[config.mk]
export PLATFORM = sky130hd
export DESIGN_NAME = i2c_line_monitor
export DESIGN_NICKNAME = d
export VERILOG_FILES = /design/src/rtl/ilm_pkg.sv /design/src/rtl/ilm_sync.sv /design/src/rtl/ilm_bus_cond.sv /design/src/rtl/ilm_collide.sv /design/src/rtl/ilm_txctl.sv /design/src/rtl/i2c_line_monitor.sv
export SDC_FILE = /design/constraint.sdc
export NUM_CORES = 1
export LEC_CHECK = 0
export ABC_CLOCK_PERIOD_IN_PS = 1600
export CAP_MARGIN = 20
export CELL_PAD_IN_SITES_DETAIL_PLACEMENT = 0
export CELL_PAD_IN_SITES_GLOBAL_PLACEMENT = 1
export CORE_AREA = 2 2 42 44
export CTS_CLUSTER_SIZE = 8
export DETAILED_ROUTE_END_ITERATION = 7
export DIE_AREA = 0 0 44 46
export MAX_ROUTING_LAYER = met4
export PLACE_DENSITY_LB_ADDON = 0.1
export REMOVE_ABC_BUFFERS = 1
export SLEW_MARGIN = 20
export SYNTH_ARGS = -nofsm -noshare
export SYNTH_HDL_FRONTEND = slang
export SYNTH_SLANG_ARGS = --single-unit
[constraint.sdc]
create_clock -name clk -period 1.6 [get_ports clk]
set_input_delay 0.24 -clock clk [delete_from_list [all_inputs] [get_ports clk]]
set_output_delay 0.24 -clock clk [all_outputs]
set_load 0.01 [all_outputs]
[src/rtl/ilm_pkg.sv]
package ilm_pkg;
   localparam logic LINE_IDLE = 1'b1;

   typedef enum logic {
      SAMPLE_XCLK_RISE = 1'b0,
      SAMPLE_SDA_FALL  = 1'b1
   } ilm_sample_e;

   typedef enum logic {
      GRAN_BIT  = 1'b0,
      GRAN_BYTE = 1'b1
   } ilm_gran_e;

   typedef enum logic {
      TRIG_SW  = 1'b0,
      TRIG_TMR = 1'b1
   } ilm_trig_e;
endpackage

[src/rtl/ilm_sync.sv]
module ilm_sync #(
   parameter int   STAGES  = 2,
   parameter int   WIDTH   = 2,
   parameter logic RST_VAL = 1'b1
) (
   input  logic             clk,
   input  logic             rst_n,
   input  logic [WIDTH-1:0] d,
   output logic [WIDTH-1:0] q
);
   localparam int CHAIN = STAGES * WIDTH;

   if (STAGES < 2) begin : g_bad_stages
      $error("ilm_sync: STAGES must be at least 2");
   end
   if (WIDTH < 1) begin : g_bad_width
      $error("ilm_sync: WIDTH must be at least 1");
   end

   logic [STAGES-1:0][WIDTH-1:0] stg;

   always_ff @(posedge clk or negedge rst_n) begin
      if (!rst_n) stg <= {CHAIN{RST_VAL}};
      else        stg <= {stg[STAGES-2:0], d};
   end

   assign q = stg[STAGES-1];
endmodule

[src/rtl/ilm_bus_cond.sv]
module ilm_bus_cond (
   input  logic clk,
   input  logic rst_n,
   input  logic i2c_mode,
   input  logic scl_s,
   input  logic sda_s,
   output logic sda_fall,
   output logic start_det,
   output logic stop_det,
   output logic bus_busy
);
   logic sda_d;
   logic sda_rise;

   always_ff @(posedge clk or negedge rst_n) begin
      if (!rst_n) sda_d <= ilm_pkg::LINE_IDLE;
      else        sda_d <= sda_s;
   end

   assign sda_fall  = sda_d & ~sda_s;
   assign sda_rise  = ~sda_d & sda_s;
   assign start_det = i2c_mode & scl_s & sda_fall;
   assign stop_det  = i2c_mode & scl_s & sda_rise;

   always_ff @(posedge clk or negedge rst_n) begin
      if (!rst_n)         bus_busy <= 1'b0;
      else if (!i2c_mode) bus_busy <= 1'b0;
      else if (start_det) bus_busy <= 1'b1;
      else if (stop_det)  bus_busy <= 1'b0;
   end


   busy_set_chk: assert property (@(posedge clk) disable iff (!rst_n)
      start_det |=> bus_busy);

   busy_clr_chk: assert property (@(posedge clk) disable iff (!rst_n)
      stop_det |=> !bus_busy);

   mode_off_chk: assert property (@(posedge clk) disable iff (!rst_n)
      !i2c_mode |=> !bus_busy);
endmodule

[src/rtl/ilm_collide.sv]
module ilm_collide (
   input  logic clk,
   input  logic rst_n,
   input  logic coll_sel,
   input  logic abt_gran,
   input  logic xfer_clk,
   input  logic drv_bit,
   input  logic sda_s,
   input  logic sda_fall,
   input  logic byte_done,
   input  logic arb_clr,
   output logic coll_ev,
   output logic arb_lost
);
   import ilm_pkg::*;

   logic xclk_d;
   logic strobe;
   logic pend;
   logic set_flag;
   logic per_byte;

   always_ff @(posedge clk or negedge rst_n) begin
      if (!rst_n) xclk_d <= 1'b0;
      else        xclk_d <= xfer_clk;
   end

   assign strobe   = (ilm_sample_e'(coll_sel) == SAMPLE_SDA_FALL) ? sda_fall
                                                                  : (xfer_clk & ~xclk_d);
   assign coll_ev  = strobe & drv_bit & ~sda_s;
   assign per_byte = (ilm_gran_e'(abt_gran) == GRAN_BYTE);
   assign set_flag = per_byte ? (byte_done & (pend | coll_ev)) : coll_ev;

   always_ff @(posedge clk or negedge rst_n) begin
      if (!rst_n)         pend <= 1'b0;
      else if (!per_byte) pend <= 1'b0;
      else if (byte_done) pend <= 1'b0;
      else if (coll_ev)   pend <= 1'b1;
   end

   always_ff @(posedge clk or negedge rst_n) begin
      if (!rst_n)        arb_lost <= 1'b0;
      else if (set_flag) arb_lost <= 1'b1;
      else if (arb_clr)  arb_lost <= 1'b0;
   end


   bit_flag_chk: assert property (@(posedge clk) disable iff (!rst_n)
      (coll_ev && !abt_gran) |=> arb_lost);

   byte_hold_chk: assert property (@(posedge clk) disable iff (!rst_n)
      (abt_gran && !byte_done && !arb_lost) |=> !arb_lost);

   flag_clr_chk: assert property (@(posedge clk) disable iff (!rst_n)
      (arb_clr && !abt_gran && !coll_ev) |=> !arb_lost);
endmodule

[src/rtl/ilm_txctl.sv]
module ilm_txctl (
   input  logic clk,
   input  logic rst_n,
   input  logic autoclr_en,
   input  logic tx_trig_sel,
   input  logic coll_ev,
   input  logic txen_wr,
   input  logic txen_wdata,
   input  logic tx_go,
   input  logic tmr_uflow,
   output logic txen,
   output logic tx_start
);
   import ilm_pkg::*;

   logic trig;

   assign trig = (ilm_trig_e'(tx_trig_sel) == TRIG_TMR) ? tmr_uflow : tx_go;

   always_ff @(posedge clk or negedge rst_n) begin
      if (!rst_n)                      txen <= 1'b0;
      else if (autoclr_en && coll_ev)  txen <= 1'b0;
      else if (txen_wr)                txen <= txen_wdata;
   end

   always_ff @(posedge clk or negedge rst_n) begin
      if (!rst_n) tx_start <= 1'b0;
      else        tx_start <= txen & trig;
   end


   autoclr_chk: assert property (@(posedge clk) disable iff (!rst_n)
      (autoclr_en && coll_ev) |=> !txen);

   txen_keep_chk: assert property (@(posedge clk) disable iff (!rst_n)
      (!autoclr_en && !txen_wr) |=> $stable(txen));

   start_gate_chk: assert property (@(posedge clk) disable iff (!rst_n)
      tx_start |-> $past(txen));
endmodule

[src/rtl/i2c_line_monitor.sv]
module i2c_line_monitor #(
   parameter int SYNC_STAGES = 2
) (
   input  logic clk,
   input  logic rst_n,
   input  logic scl_line,
   input  logic sda_line,
   input  logic i2c_mode,
   input  logic coll_sel,
   input  logic abt_gran,
   input  logic autoclr_en,
   input  logic tx_trig_sel,
   input  logic xfer_clk,
   input  logic drv_bit,
   input  logic byte_done,
   input  logic arb_clr,
   input  logic txen_wr,
   input  logic txen_wdata,
   input  logic tx_go,
   input  logic tmr_uflow,
   output logic start_det,
   output logic stop_det,
   output logic bus_busy,
   output logic arb_lost,
   output logic txen,
   output logic tx_start
);
   localparam int LINES = 2;

   if (SYNC_STAGES < 2) begin : g_bad_sync
      $error("i2c_line_monitor: SYNC_STAGES must be at least 2");
   end

   logic [LINES-1:0] lines_s;
   logic             sda_fall;
   logic             coll_ev;

   ilm_sync #(
      .STAGES (SYNC_STAGES),
      .WIDTH  (LINES),
      .RST_VAL(ilm_pkg::LINE_IDLE)
   ) u_sync (
      .clk  (clk),
      .rst_n(rst_n),
      .d    ({scl_line, sda_line}),
      .q    (lines_s)
   );

   ilm_bus_cond u_cond (
      .clk      (clk),
      .rst_n    (rst_n),
      .i2c_mode (i2c_mode),
      .scl_s    (lines_s[1]),
      .sda_s    (lines_s[0]),
      .sda_fall (sda_fall),
      .start_det(start_det),
      .stop_det (stop_det),
      .bus_busy (bus_busy)
   );

   ilm_collide u_coll (
      .clk      (clk),
      .rst_n    (rst_n),
      .coll_sel (coll_sel),
      .abt_gran (abt_gran),
      .xfer_clk (xfer_clk),
      .drv_bit  (drv_bit),
      .sda_s    (lines_s[0]),
      .sda_fall (sda_fall),
      .byte_done(byte_done),
      .arb_clr  (arb_clr),
      .coll_ev  (coll_ev),
      .arb_lost (arb_lost)
   );

   ilm_txctl u_tx (
      .clk        (clk),
      .rst_n      (rst_n),
      .autoclr_en (autoclr_en),
      .tx_trig_sel(tx_trig_sel),
      .coll_ev    (coll_ev),
      .txen_wr    (txen_wr),
      .txen_wdata (txen_wdata),
      .tx_go      (tx_go),
      .tmr_uflow  (tmr_uflow),
      .txen       (txen),
      .tx_start   (tx_start)
   );


   no_cond_off_chk: assert property (@(posedge clk) disable iff (!rst_n)
      !i2c_mode |-> !(start_det || stop_det));
endmodule

==> results.cfg <==
[run_status]
outcome = complete, no violations

[setup_path]
cp-endpoint = start_det
crit_type = flop to output port
cp_data_required_time_ns = 1.36
r2r-start = u_sync.q[1]
crit_fanout = 2
arrival_ns = 1.24
r2r_cells = 3
rr_endpoint = u_cond.bus_busy
cp-end-kind = output port
r2r_setup_slack_ns = 0.59
crit_path_start = u_sync.q[1]
worstSetupStartpointType = flop

[sta]
drv_slew = 0
final.setup.tns_ns = 0
max_freq_ghz = 0.6757
timing.final.crit_share_pct = 92.50
setup_viol = 0
rsz0062_at_grt = no
fin_worst_skew_ns = 0.001953
hold_viol = 0
relSlewSlack_pct = 66.97
worst_pin_slew_ns = 0.4939
period_minus_slack_ns = 1.480

[layout]
fill_cells = 168
multi_input_area_um2 = 160.2
drive_gt1_share_pct = 30.36
areaGrowthSynthToFinish_pct = 58.15
ff_latch_area_um2 = 281.5
nets = 74
stdcell_area_um2 = 704.4
diodes = 0

[synthesis]
synth_top_cell_area_share_pct = 33.71
ys_seq_area_share_pct = 63.20
synth_edf_count = 0
synth_cell_type_count = 17
synth.most_common_cell = dfrtp_1
netlist_top_cells_area = dfrtp_1, dfstp_2, nor3b_2, mux2i_1, o32ai_2
synth-seq-cells = 11
yosys_warnings = 0
yosys-top-cells-count = dfrtp_1, dfstp_2, nor3b_2
ys.flop_type = dfrtp_1
synthesis.area_um2 = 445.4
netlist_instances = 30
syn_avg_cell_area_um2 = 14.85
yosys.area.top_type = dfrtp_1
synthArstFlopShare_pct = 100.0

[pwr]
p_sw_uw = 143.0
peakVddDrop_uv = 364.6
power_frac_clock_pct = 32.0
leakagePower_uw = 0.0002949
power_frac_comb_pct = 16.6
swShare_pct = 23.81
internal_power_uw = 457.8
seqPwrFrac_pct = 51.4
power_density_nw_per_um2 = 853.0

[grt]
grt.overflow.total = 0
grt_max_degree = 12
grt.met3_usage_pct = 5.952
antenna_found_initial = 0
grt_pass1_wl_mm = 1.656
met2_usage_pct = 18.82
global_route.usage.met1_pct = 13.05
grt_pass1_vias = 378
grt_usage_pct = 12.64
busiest_layer = met2

[clock_tree]
cts_tree = built
cts_num_sinks = 11
cts_setup_buffers = 0
cts_made_buffers = 3
ctsRootBufferMaster = clkbuf_4
ctsHtreeMaxLevel = 1
clockBufferDepth = 2
clk_latency_ns = 0.27
clk_pin_slew_ns = 0.07

[drt]
via_per_inst = 4.562
remaining_drc_errors = 0
drt_first_pass_iters = 2
drt-wirelength-per-cell_um = 13.18
antenna_left = 0
routed_wl_um = 962
dr_total_vias = 333
dr.first_iter.drc_count = 1

[floorplan]
die_h_um = 46
die_w_um = 44
coreArea_um2 = 1614
die-area_um2 = 2024
start_util_pct = 27.60
io_pins = 23
rows = 15

[place]
place.gp.congestion = 0.7054
dp_hpwl_um = 739.7
io_buffer_count = 22
placed_cell_area_um2 = 686.9

[flow_run]
drv_cap = 0

[worst_hold_path]
worstHoldPathType = input port to async pin
==> power by group through the flow <==
stage | clock [µW] | sequential (µW) | combinational, µW
finish | 192 | 309 | 99.7
global route | 222 | 312 | 108
CTS | 204 | 309 | 102
detailed placement | 0 | 314 | 102
global placement | 0 | 313 | 99.3
floorplan | 0 | 317 | 26.6
==> sequential cells by signal (all words and copies together), names as in the netlist <==
| name | cells |
|---|---|
| u_sync.q | 2 |
| u_cond.bus_busy | 1 |
| u_coll.xclk_d | 1 |
| u_cond.sda_d | 1 |
| u_tx.tx_start | 1 |
| u_sync.stg | 2 |
| u_coll.pend | 1 |
| u_coll.arb_lost | 1 |
| u_tx.txen | 1 |
==> placed cells by master (no fill, tap or decap), types with 2 or more instances in the layout <==
| cell type | count |
|---|---|
| clkdlybuf4s50_1 | 20 |
| nor3b_2 | 3 |
| nand2_1 | 2 |
| dfrtp_1 | 6 |
| mux2i_1 | 2 |
| dfstp_2 | 5 |
| clkbuf_4 | 3 |
==> metal layers <==
metal	vias to the layer above	wire, µm	part of all wire (%)
met2	17	479	50
met4	0	0	0
met5	-	0	0
li1	159	-	-
met3	0	104	11
met1	157	379	39
==> how the worst min path moves through the flow <==
stage | from | slack, ns | to
2_1_floorplan | rst_n | -0.06 | u_coll.arb_lost
5_1_grt | rst_n | 0.31 | u_coll.pend
3_5_place_dp | u_sync.stg[0] | 0.35 | u_sync.q[0]
4_1_cts | rst_n | 0.29 | u_cond.bus_busy
6_report | rst_n | 0.30 | u_coll.xclk_d
3_3_place_gp | u_sync.stg[1] | 0.35 | u_sync.q[1]
==> per-stage QoR <==
stage	setup slack, ns	instances	util [%]	total power [µW]	hold WS, ns
finish	0.1200	73	43.64	600.9	0.2982
global route	0.03613	73	43.64	641.8	0.3081
CTS	0.007998	73	44.34	615.2	0.2945
detailed placement	-0.2361	69	42.56	416.2	0.3476
global placement	-0.1877	69	42.56	412.7	0.3460
floorplan	0.5303	30	-	343.3	-0.05559
==> final cells by class <==
type                    count  share of cell area, %
multi-input cells          18                  22.74
well taps                  17                  3.020
flip-flops and latches     11                  39.96
inverters                   1                 0.5329
clock inverters             1                 0.7105
repair buffers             22                  29.84
clock buffers               3                  3.197
==> critical path: stages (launching register included) <==
cell and delay, ns:
dfstp_2 0.52, nand2_1 0.08, nor3b_2 0.20, buf_2 0.16
==> logic make-up after synthesis <==
kind of cell / after synthesis / share of synthesized area [%]
mux: 2 / 4.495
flops: 11 / 63.20
simple gates: 9 / 17.98
compound gates: 7 / 13.49
buf+inv: 1 / 0.8419
==> what timing repair did <==
action	4_1_cts	5_1_grt
hold buffers	0	0
endpoints found under the hold margin	0	0
resized for setup	5	2
pin swaps	1	1
setup endpoints to repair	2	2
(Power assumes the default switching activity.)
